--- config.mk ---
export PLATFORM = sky130hd
export DESIGN_NAME = sdram_init_seq
export DESIGN_NICKNAME = d
export VERILOG_FILES = /design/src/rtl/sdinit_pkg.sv /design/src/rtl/sdinit_dp.sv /design/src/rtl/sdinit_ctrl.sv /design/src/rtl/sdram_init_seq.sv
export SDC_FILE = /design/constraint.sdc
export NUM_CORES = 1
export LEC_CHECK = 0
export CORE_MARGIN = 2
export CORE_UTILIZATION = 40
export CTS_CLUSTER_SIZE = 25
export DETAILED_ROUTE_END_ITERATION = 12
export DONT_BUFFER_PORTS = 1
export GPL_TIMING_DRIVEN = 0
export HOLD_SLACK_MARGIN = 0.03
export PLACE_DENSITY = 0.54
export SLEW_MARGIN = 20
export SYNTH_ARGS = -nofsm -noshare
export SYNTH_HDL_FRONTEND = slang
export SYNTH_SLANG_ARGS = --single-unit
--- constraint.sdc ---
create_clock -name clk -period 4.7 [get_ports clk]
set_input_delay 1.175 -clock clk [delete_from_list [all_inputs] [get_ports clk]]
set_output_delay 1.175 -clock clk [all_outputs]
set_load 0.005 [all_outputs]
--- src/rtl/sdinit_pkg.sv ---
package sdinit_pkg;

  typedef enum logic [2:0] {
    CMD_NORMAL = 3'd0,
    CMD_NOP    = 3'd1,
    CMD_PREALL = 3'd2,
    CMD_MRS    = 3'd3,
    CMD_CBR    = 3'd4
  } cmd_e;

  // strobes from control to datapath
  typedef struct packed {
    logic latchCfg;
    logic loadStab;
    logic loadGap;
    logic rowClr;
    logic rowInc;
    logic refClr;
    logic refInc;
  } dpCtl_t;

  // status from datapath to control
  typedef struct packed {
    logic waitZero;
    logic rowLast;
    logic refLast;
    logic rowHit;
  } dpSts_t;

  // nanoseconds to whole clock cycles, rounded up, never below one
  function automatic int nsToCycles(input int ns, input int mhz);
    int c;
    c = (ns * mhz + 999) / 1000;
    return (c < 1) ? 1 : c;
  endfunction

endpackage

--- src/rtl/sdinit_dp.sv ---
module sdinit_dp
  import sdinit_pkg::*;
#(
  parameter int NUM_ROWS   = 4,
  parameter int REF_ROUNDS = 8,
  parameter int STAB_CYC   = 20000,
  parameter int NOP_CYC    = 200,
  parameter int TRP_CYC    = 2,
  parameter int TRC_CYC    = 7,
  parameter int MRS_CYC    = 2,
  parameter int WAIT_W     = 16
) (
  input  logic                clk,
  input  logic                rstN,
  input  dpCtl_t              ctl,
  input  cmd_e                step,
  input  logic [2:0]          casLat,
  input  logic [2:0]          burstLen,
  input  logic                burstType,
  input  logic                singleWrite,
  input  logic [NUM_ROWS-1:0] rowPresent,
  output dpSts_t              sts,
  output logic [11:0]         modeWord,
  output logic [NUM_ROWS-1:0] rowOneHot
);

  localparam int ROW_W = (NUM_ROWS > 1) ? $clog2(NUM_ROWS) : 1;
  localparam int REF_W = $clog2(REF_ROUNDS + 1);

  logic [WAIT_W-1:0] waitCnt, gapLoad;
  logic [ROW_W-1:0]  rowIdx;
  logic [REF_W-1:0]  refCnt;
  logic [2:0]        casReg, lenReg;
  logic              typeReg, singleReg;

  // recovery time that follows the step just issued
  always_comb begin
    case (step)
      CMD_NOP:    gapLoad = WAIT_W'(NOP_CYC - 1);
      CMD_PREALL: gapLoad = WAIT_W'(TRP_CYC - 1);
      CMD_CBR:    gapLoad = WAIT_W'(TRC_CYC - 1);
      CMD_MRS:    gapLoad = WAIT_W'(MRS_CYC - 1);
      default:    gapLoad = '0;
    endcase
  end

  always_ff @(posedge clk or negedge rstN) begin
    if (!rstN)                  waitCnt <= '0;
    else if (ctl.loadStab)      waitCnt <= WAIT_W'(STAB_CYC - 1);
    else if (ctl.loadGap)       waitCnt <= gapLoad;
    else if (waitCnt != '0)     waitCnt <= waitCnt - 1'b1;
  end

  always_ff @(posedge clk or negedge rstN) begin
    if (!rstN)           rowIdx <= '0;
    else if (ctl.rowClr) rowIdx <= '0;
    else if (ctl.rowInc) rowIdx <= rowIdx + 1'b1;
  end

  always_ff @(posedge clk or negedge rstN) begin
    if (!rstN)           refCnt <= '0;
    else if (ctl.refClr) refCnt <= '0;
    else if (ctl.refInc) refCnt <= refCnt + 1'b1;
  end

  always_ff @(posedge clk or negedge rstN) begin
    if (!rstN) begin
      casReg    <= '0;
      lenReg    <= '0;
      typeReg   <= 1'b0;
      singleReg <= 1'b0;
    end else if (ctl.latchCfg) begin
      casReg    <= casLat;
      lenReg    <= burstLen;
      typeReg   <= burstType;
      singleReg <= singleWrite;
    end
  end

  assign modeWord = {2'b00, singleReg, 2'b00, casReg, typeReg, lenReg};

  for (genvar g = 0; g < NUM_ROWS; g++) begin : gRowDec
    assign rowOneHot[g] = (rowIdx == ROW_W'(g));
  end

  assign sts.waitZero = (waitCnt == '0);
  assign sts.rowLast  = (rowIdx == ROW_W'(NUM_ROWS - 1));
  assign sts.refLast  = (refCnt == REF_W'(REF_ROUNDS - 1));
  assign sts.rowHit   = rowPresent[rowIdx];


  row_range_chk: assert property (@(posedge clk) disable iff (!rstN)
    int'(rowIdx) < NUM_ROWS);


  ref_range_chk: assert property (@(posedge clk) disable iff (!rstN)
    int'(refCnt) < REF_ROUNDS);

endmodule

--- src/rtl/sdinit_ctrl.sv ---
module sdinit_ctrl
  import sdinit_pkg::*;
(
  input  logic       clk,
  input  logic       rstN,
  input  logic       startPulse,
  input  logic [2:0] casLat,
  input  dpSts_t     sts,
  output dpCtl_t     ctl,
  output cmd_e       step,
  output logic       issuing,
  output logic       refreshEn,
  output logic       done,
  output logic       cfgError
);

  typedef enum logic [2:0] {S_IDLE, S_STAB, S_ISSUE, S_GAP, S_NORM, S_DONE} state_e;

  state_e state, stateN;
  cmd_e   stepN;
  logic   errN, canStart, casOk;

  assign canStart = (state == S_IDLE) || (state == S_DONE);
  assign casOk    = (casLat == 3'd2) || (casLat == 3'd3);

  always_comb begin
    ctl    = '0;
    stateN = state;
    stepN  = step;
    errN   = cfgError;
    if (canStart && startPulse) begin
      if (casOk) begin
        ctl.latchCfg = 1'b1;
        ctl.loadStab = 1'b1;
        errN         = 1'b0;
        stepN        = CMD_NORMAL;
        stateN       = S_STAB;
      end else begin
        errN = 1'b1;
      end
    end else begin
      case (state)
        S_STAB: if (sts.waitZero) begin
          stepN      = CMD_NOP;
          ctl.rowClr = 1'b1;
          stateN     = S_ISSUE;
        end
        S_ISSUE: begin
          if (sts.rowLast) begin
            ctl.loadGap = 1'b1;
            stateN      = S_GAP;
          end else begin
            ctl.rowInc = 1'b1;
          end
        end
        S_GAP: if (sts.waitZero) begin
          ctl.rowClr = 1'b1;
          stateN     = S_ISSUE;
          case (step)
            CMD_NOP:    stepN = CMD_PREALL;
            CMD_PREALL: begin
              stepN      = CMD_CBR;
              ctl.refClr = 1'b1;
            end
            CMD_CBR: begin
              if (sts.refLast) stepN = CMD_MRS;
              else             ctl.refInc = 1'b1;
            end
            CMD_MRS: begin
              stepN  = CMD_NORMAL;
              stateN = S_NORM;
            end
            default: begin
              stepN  = CMD_NORMAL;
              stateN = S_IDLE;
            end
          endcase
        end
        S_NORM:  stateN = S_DONE;
        default: ;
      endcase
    end
  end

  always_ff @(posedge clk or negedge rstN) begin
    if (!rstN) begin
      state    <= S_IDLE;
      step     <= CMD_NORMAL;
      cfgError <= 1'b0;
    end else begin
      state    <= stateN;
      step     <= stepN;
      cfgError <= errN;
    end
  end

  assign issuing   = (state == S_ISSUE);
  assign refreshEn = (state == S_DONE);
  assign done      = (state == S_DONE);


  bad_cas_chk: assert property (@(posedge clk) disable iff (!rstN)
    (canStart && startPulse && !casOk) |=> (cfgError && $stable(state)));


  busy_start_chk: assert property (@(posedge clk) disable iff (!rstN)
    (!canStart && startPulse) |=> (cfgError == $past(cfgError)));


  refresh_after_normal_chk: assert property (@(posedge clk) disable iff (!rstN)
    $rose(refreshEn) |-> ($past(state) == S_NORM && step == CMD_NORMAL));

endmodule

--- src/rtl/sdram_init_seq.sv ---
module sdram_init_seq
  import sdinit_pkg::*;
#(
  parameter int NUM_ROWS   = 4,
  parameter int CLK_MHZ    = 100,
  parameter int STAB_US    = 200,
  parameter int NOP_CYC    = 200,
  parameter int TRP_NS     = 20,
  parameter int TRC_NS     = 70,
  parameter int MRS_CYC    = 2,
  parameter int REF_ROUNDS = 8
) (
  input  logic                clk,
  input  logic                rstN,
  input  logic                startPulse,
  input  logic [2:0]          casLat,
  input  logic [2:0]          burstLen,
  input  logic                burstType,
  input  logic                singleWrite,
  input  logic [NUM_ROWS-1:0] rowPresent,
  output logic [2:0]          cmdCode,
  output logic                cmdValid,
  output logic [NUM_ROWS-1:0] rowSel,
  output logic [11:0]         modeWord,
  output logic                refreshEn,
  output logic                done,
  output logic                cfgError
);

  localparam int STAB_CYC = STAB_US * CLK_MHZ;
  localparam int TRP_CYC  = nsToCycles(TRP_NS, CLK_MHZ);
  localparam int TRC_CYC  = nsToCycles(TRC_NS, CLK_MHZ);
  localparam int WAIT_W   = $clog2(STAB_CYC + NOP_CYC + TRP_CYC + TRC_CYC + MRS_CYC + 1);
  localparam int GAP_W    = WAIT_W + 1;

  dpCtl_t              ctl;
  dpSts_t              sts;
  cmd_e                step;
  logic                issuing;
  logic [NUM_ROWS-1:0] rowOneHot;

  sdinit_ctrl i_ctrl (
    .clk(clk), .rstN(rstN), .startPulse(startPulse), .casLat(casLat),
    .sts(sts), .ctl(ctl), .step(step), .issuing(issuing),
    .refreshEn(refreshEn), .done(done), .cfgError(cfgError)
  );

  sdinit_dp #(
    .NUM_ROWS(NUM_ROWS), .REF_ROUNDS(REF_ROUNDS), .STAB_CYC(STAB_CYC),
    .NOP_CYC(NOP_CYC), .TRP_CYC(TRP_CYC), .TRC_CYC(TRC_CYC),
    .MRS_CYC(MRS_CYC), .WAIT_W(WAIT_W)
  ) i_dp (
    .clk(clk), .rstN(rstN), .ctl(ctl), .step(step), .casLat(casLat),
    .burstLen(burstLen), .burstType(burstType), .singleWrite(singleWrite),
    .rowPresent(rowPresent), .sts(sts), .modeWord(modeWord), .rowOneHot(rowOneHot)
  );

  assign cmdCode  = step;
  assign cmdValid = issuing && sts.rowHit;
  assign rowSel   = cmdValid ? rowOneHot : '0;

  // spacing monitor between consecutive steps
  logic [GAP_W-1:0] sinceIss, reqGap;
  logic [2:0]       prevCode;

  always_ff @(posedge clk or negedge rstN) begin
    if (!rstN) begin
      sinceIss <= '0;
      prevCode <= CMD_NORMAL;
    end else if (cmdValid) begin
      sinceIss <= GAP_W'(1);
      prevCode <= cmdCode;
    end else if (sinceIss != '1) begin
      sinceIss <= sinceIss + 1'b1;
    end
  end

  always_comb begin
    case (prevCode)
      CMD_NOP:    reqGap = GAP_W'(NOP_CYC);
      CMD_PREALL: reqGap = GAP_W'(TRP_CYC);
      CMD_CBR:    reqGap = GAP_W'(TRC_CYC);
      default:    reqGap = '0;
    endcase
  end


  code_legal_chk: assert property (@(posedge clk) disable iff (!rstN)
    cmdCode <= 3'd4);


  row_onehot_chk: assert property (@(posedge clk) disable iff (!rstN)
    cmdValid |-> $onehot0(rowSel) && rowSel != '0);


  empty_row_chk: assert property (@(posedge clk) disable iff (!rstN)
    cmdValid |-> ((rowSel & ~rowPresent) == '0));


  no_normal_issue_chk: assert property (@(posedge clk) disable iff (!rstN)
    cmdValid |-> cmdCode != 3'd0);


  refresh_quiet_chk: assert property (@(posedge clk) disable iff (!rstN)
    refreshEn |-> (cmdCode == 3'd0 && !cmdValid));


  mode_legal_chk: assert property (@(posedge clk) disable iff (!rstN)
    (cmdValid && cmdCode == 3'd3) |->
      (modeWord[6:4] inside {3'd2, 3'd3}) && modeWord[8:7] == 2'b00 && modeWord[11:10] == 2'b00);


  step_gap_chk: assert property (@(posedge clk) disable iff (!rstN)
    (cmdValid && cmdCode != prevCode) |-> sinceIss >= reqGap);

endmodule

==> flow_metrics.tcl <==
set metrics [dict create \
    status "finished, final reports clean" \
    synth_seq_cells 36 \
    slowest_stage "mux4_2" \
    ys_seq_area_frac 0.411 \
    worstHoldPathCells 2 \
    hpwlAfterDp_mm 3.36 \
    clock-sinks 36 \
    antenna_found_initial 0 \
    critPathLaunch "rowPresent[3]" \
    route.detailed.drc 0 \
    hp-class "reg2reg" \
    gp_congestion 0.768 \
    drt_iter0_drc 48 \
    multi_input_area_sq_mm 0.00117 \
    fp.dieW_um 78.0 \
    slew_violations 0 \
    clk_latency_ps 290 \
    timing.rr.start "i_dp.waitCnt[0]" \
    fmaxAchievable_mhz 309 \
    synth_area_per_cell_sq_um 9.44 \
    critPathLaunchType "input pin" \
    fin_tns_setup_ps 0 \
    critPathRequiredTime_ps 3520 \
    setup_viol_count_final 0 \
    io_buffers 0 \
    drive_gt1_frac 0.136 \
    num_rows 26 \
    powerDensity_mw_per_mm2 382 \
    holdPathEnd "i_dp.singleReg" \
    critPathCaptureType "output port" \
    post_cts_resize_count 0 \
    area_growth_pct 9.60 \
    period_needed_ps 3240 \
    fill_cells 541 \
    cap_viol_max_count 0 \
    cp_cell_sequence "mux4_2 -> and4bb_2 -> and2_1" \
    core_area_sq_mm 0.00520 \
    yosysUniqueCellTypes 58 \
    nets 263 \
    placed_cell_area_sq_mm 0.00229 \
    ff2ff_setup_slack_ps 2380 \
    ys_async_sr_fraction 1.00 \
    rsz0062_at_grt "no" \
    wl_per_cell_um 15.1 \
    tightest_slew_ps 931 \
    io_pins 38 \
    syn-cell-area_sq_mm 0.00219 \
    grt_use_total 0.166 \
    via_count 1684 \
    slew_headroom 0.371 \
    syn_inst 232 \
    worst_r2r_path_depth 6 \
    design_area_sq_mm 0.00240 \
    hold_start "i_dp.singleReg" \
    start_util 0.421 \
    ant_nets 0 \
    arrival_ps 2060 \
    grt_pass1_wl_mm 7.98 \
    numCtsBuffers 5 \
    crit_type "in2out" \
    hold_buffers 0 \
    crit_buf_inv 0 \
    root_buffer "clkbuf_8" \
    grt_overflow_total 0 \
    cts_tree "yes" \
    die_h_um 78.0 \
    regToRegEndpoint "i_ctrl.state[1]" \
    regArea_sq_um 901 \
    layout_common_cells "dfrtp_1, nand2_1, nor2_1" \
    synth_top_flop_cell "dfrtp_1" \
    diodes 0 \
    dr.pass1.iters 4 \
    path_clk_slew_ps 80 \
    ctsHtreeMaxLevel 2 \
    viasPerCell 5.38 \
    die-area_sq_mm 0.00608 \
    grt_max_degree 37 \
    wirelength_mm 4.73 \
    skew_ps 4.94 \
    p_leak_uw 0.00104 \
    irDropWorstVdd_uv 272 \
    cts_setup_buffers 0 \
    path_max_fanout 5 \
    finalCritPeriodShare 0.689 \
    clockBufferDepth 2 \
    slowest_delay_ps 440 \
    ys.warnings.count 0 \
    mostFrequentLayoutCell "dfrtp_1" \
    hold_viol 0 \
    path_depth 3 \
    grt_pass1_vias 1653 \
    synth-edff-count 0 \
    critical_path.top_delay_family "simple AND/OR/NAND/NOR gates" \
]
==> sequential cells by signal, summed over array words and instances, names as in the netlist <==
name and count:
i_dp.lenReg 3, i_ctrl.state 3, i_dp.casReg 3, i_ctrl.cfgError 1
i_dp.waitCnt 15, i_dp.refCnt 4, i_dp.typeReg 1, i_dp.rowIdx 2
i_ctrl.step 3, i_dp.singleReg 1
==> cells in the mapped netlist (3+ instances only) <==
master,n,area [sq um]
nand4_1,3,18.8
dfrtp_1,36,901
nor2_1,15,56.3
buf_2,3,15.0
a21oi_1,11,55.1
buf_4,7,52.6
o21ai_0,4,20.0
nand2b_1,4,25.0
o21ai_1,5,25.0
nand3b_1,5,37.5
nor4_1,4,25.0
xnor2_1,8,70.1
o211ai_1,5,37.5
a31oi_1,3,18.8
nor3_1,3,15.0
ha_1,6,75.1
nor4_4,3,63.8
clkbuf_1,10,37.5
nand2_1,33,124
inv_1,7,26.3
or4_1,4,30.0
a21o_1,3,22.5
and2_1,6,37.5
nand3_1,4,20.0
==> worst min-delay path: cells and delay by family (launching register included) <==
family / cells / cell delay (ps)
flip-flops: 1 / 350
AND/OR/NAND/NOR: 2 / 110
==> cell type report <==
class                   instances  share of cell area
flip-flops and latches         36               0.375
well taps                      70              0.0365
inverters                       7              0.0109
clock buffers                   5              0.0287
clock inverters                 3              0.0177
multi-input cells             172               0.487
plain buffers                  20              0.0438
==> cell families after synthesis <==
family | synth area share
AO/OA/AOI/OAI | 0.122
XOR/XNOR | 0.0360
adder cells (fa/ha/maj) | 0.0343
buffers and inverters | 0.0600
flip-flops | 0.411
multiplexers | 0.0349
other | 0.00171
AND/OR/NAND/NOR | 0.300
==> layer usage <==
metal	vias to the layer above	routed length [um]	part of all wire	track usage
met5	-	0	0	0
met1	801	2350	0.50	0.236
met4	0	50	0.011	0.0421
li1	840	-	-	-
met3	8	204	0.043	0.0360
met2	35	2120	0.45	0.258
==> power by group <==
group          switching [uW]  internal, uW
Combinational            96.6           101
Sequential               71.8           371
Clock                     119           157
==> worst max-delay path by stage <==
stage / to / slack, ps
final: rowSel[0] / 1460
after global routing: rowSel[0] / 1440
after CTS: rowSel[0] / 1460
after global placement: rowSel[1] / 1470
after detailed placement: rowSel[3] / 1460
after floorplan: rowSel[0] / 1500
==> stage by stage <==
stage	power [uW]	cells	setup WS (ps)	hold slack, ps	util
5_1_grt	977	313	1440	512	0.461
3_3_place_gp	637	305	1470	461	0.440
3_5_place_dp	645	305	1460	464	0.440
6_report	916	313	1460	480	0.461
4_1_cts	927	313	1460	485	0.461
2_1_floorplan	601	235	1500	447	-
Power figures use the tool's default switching activity.
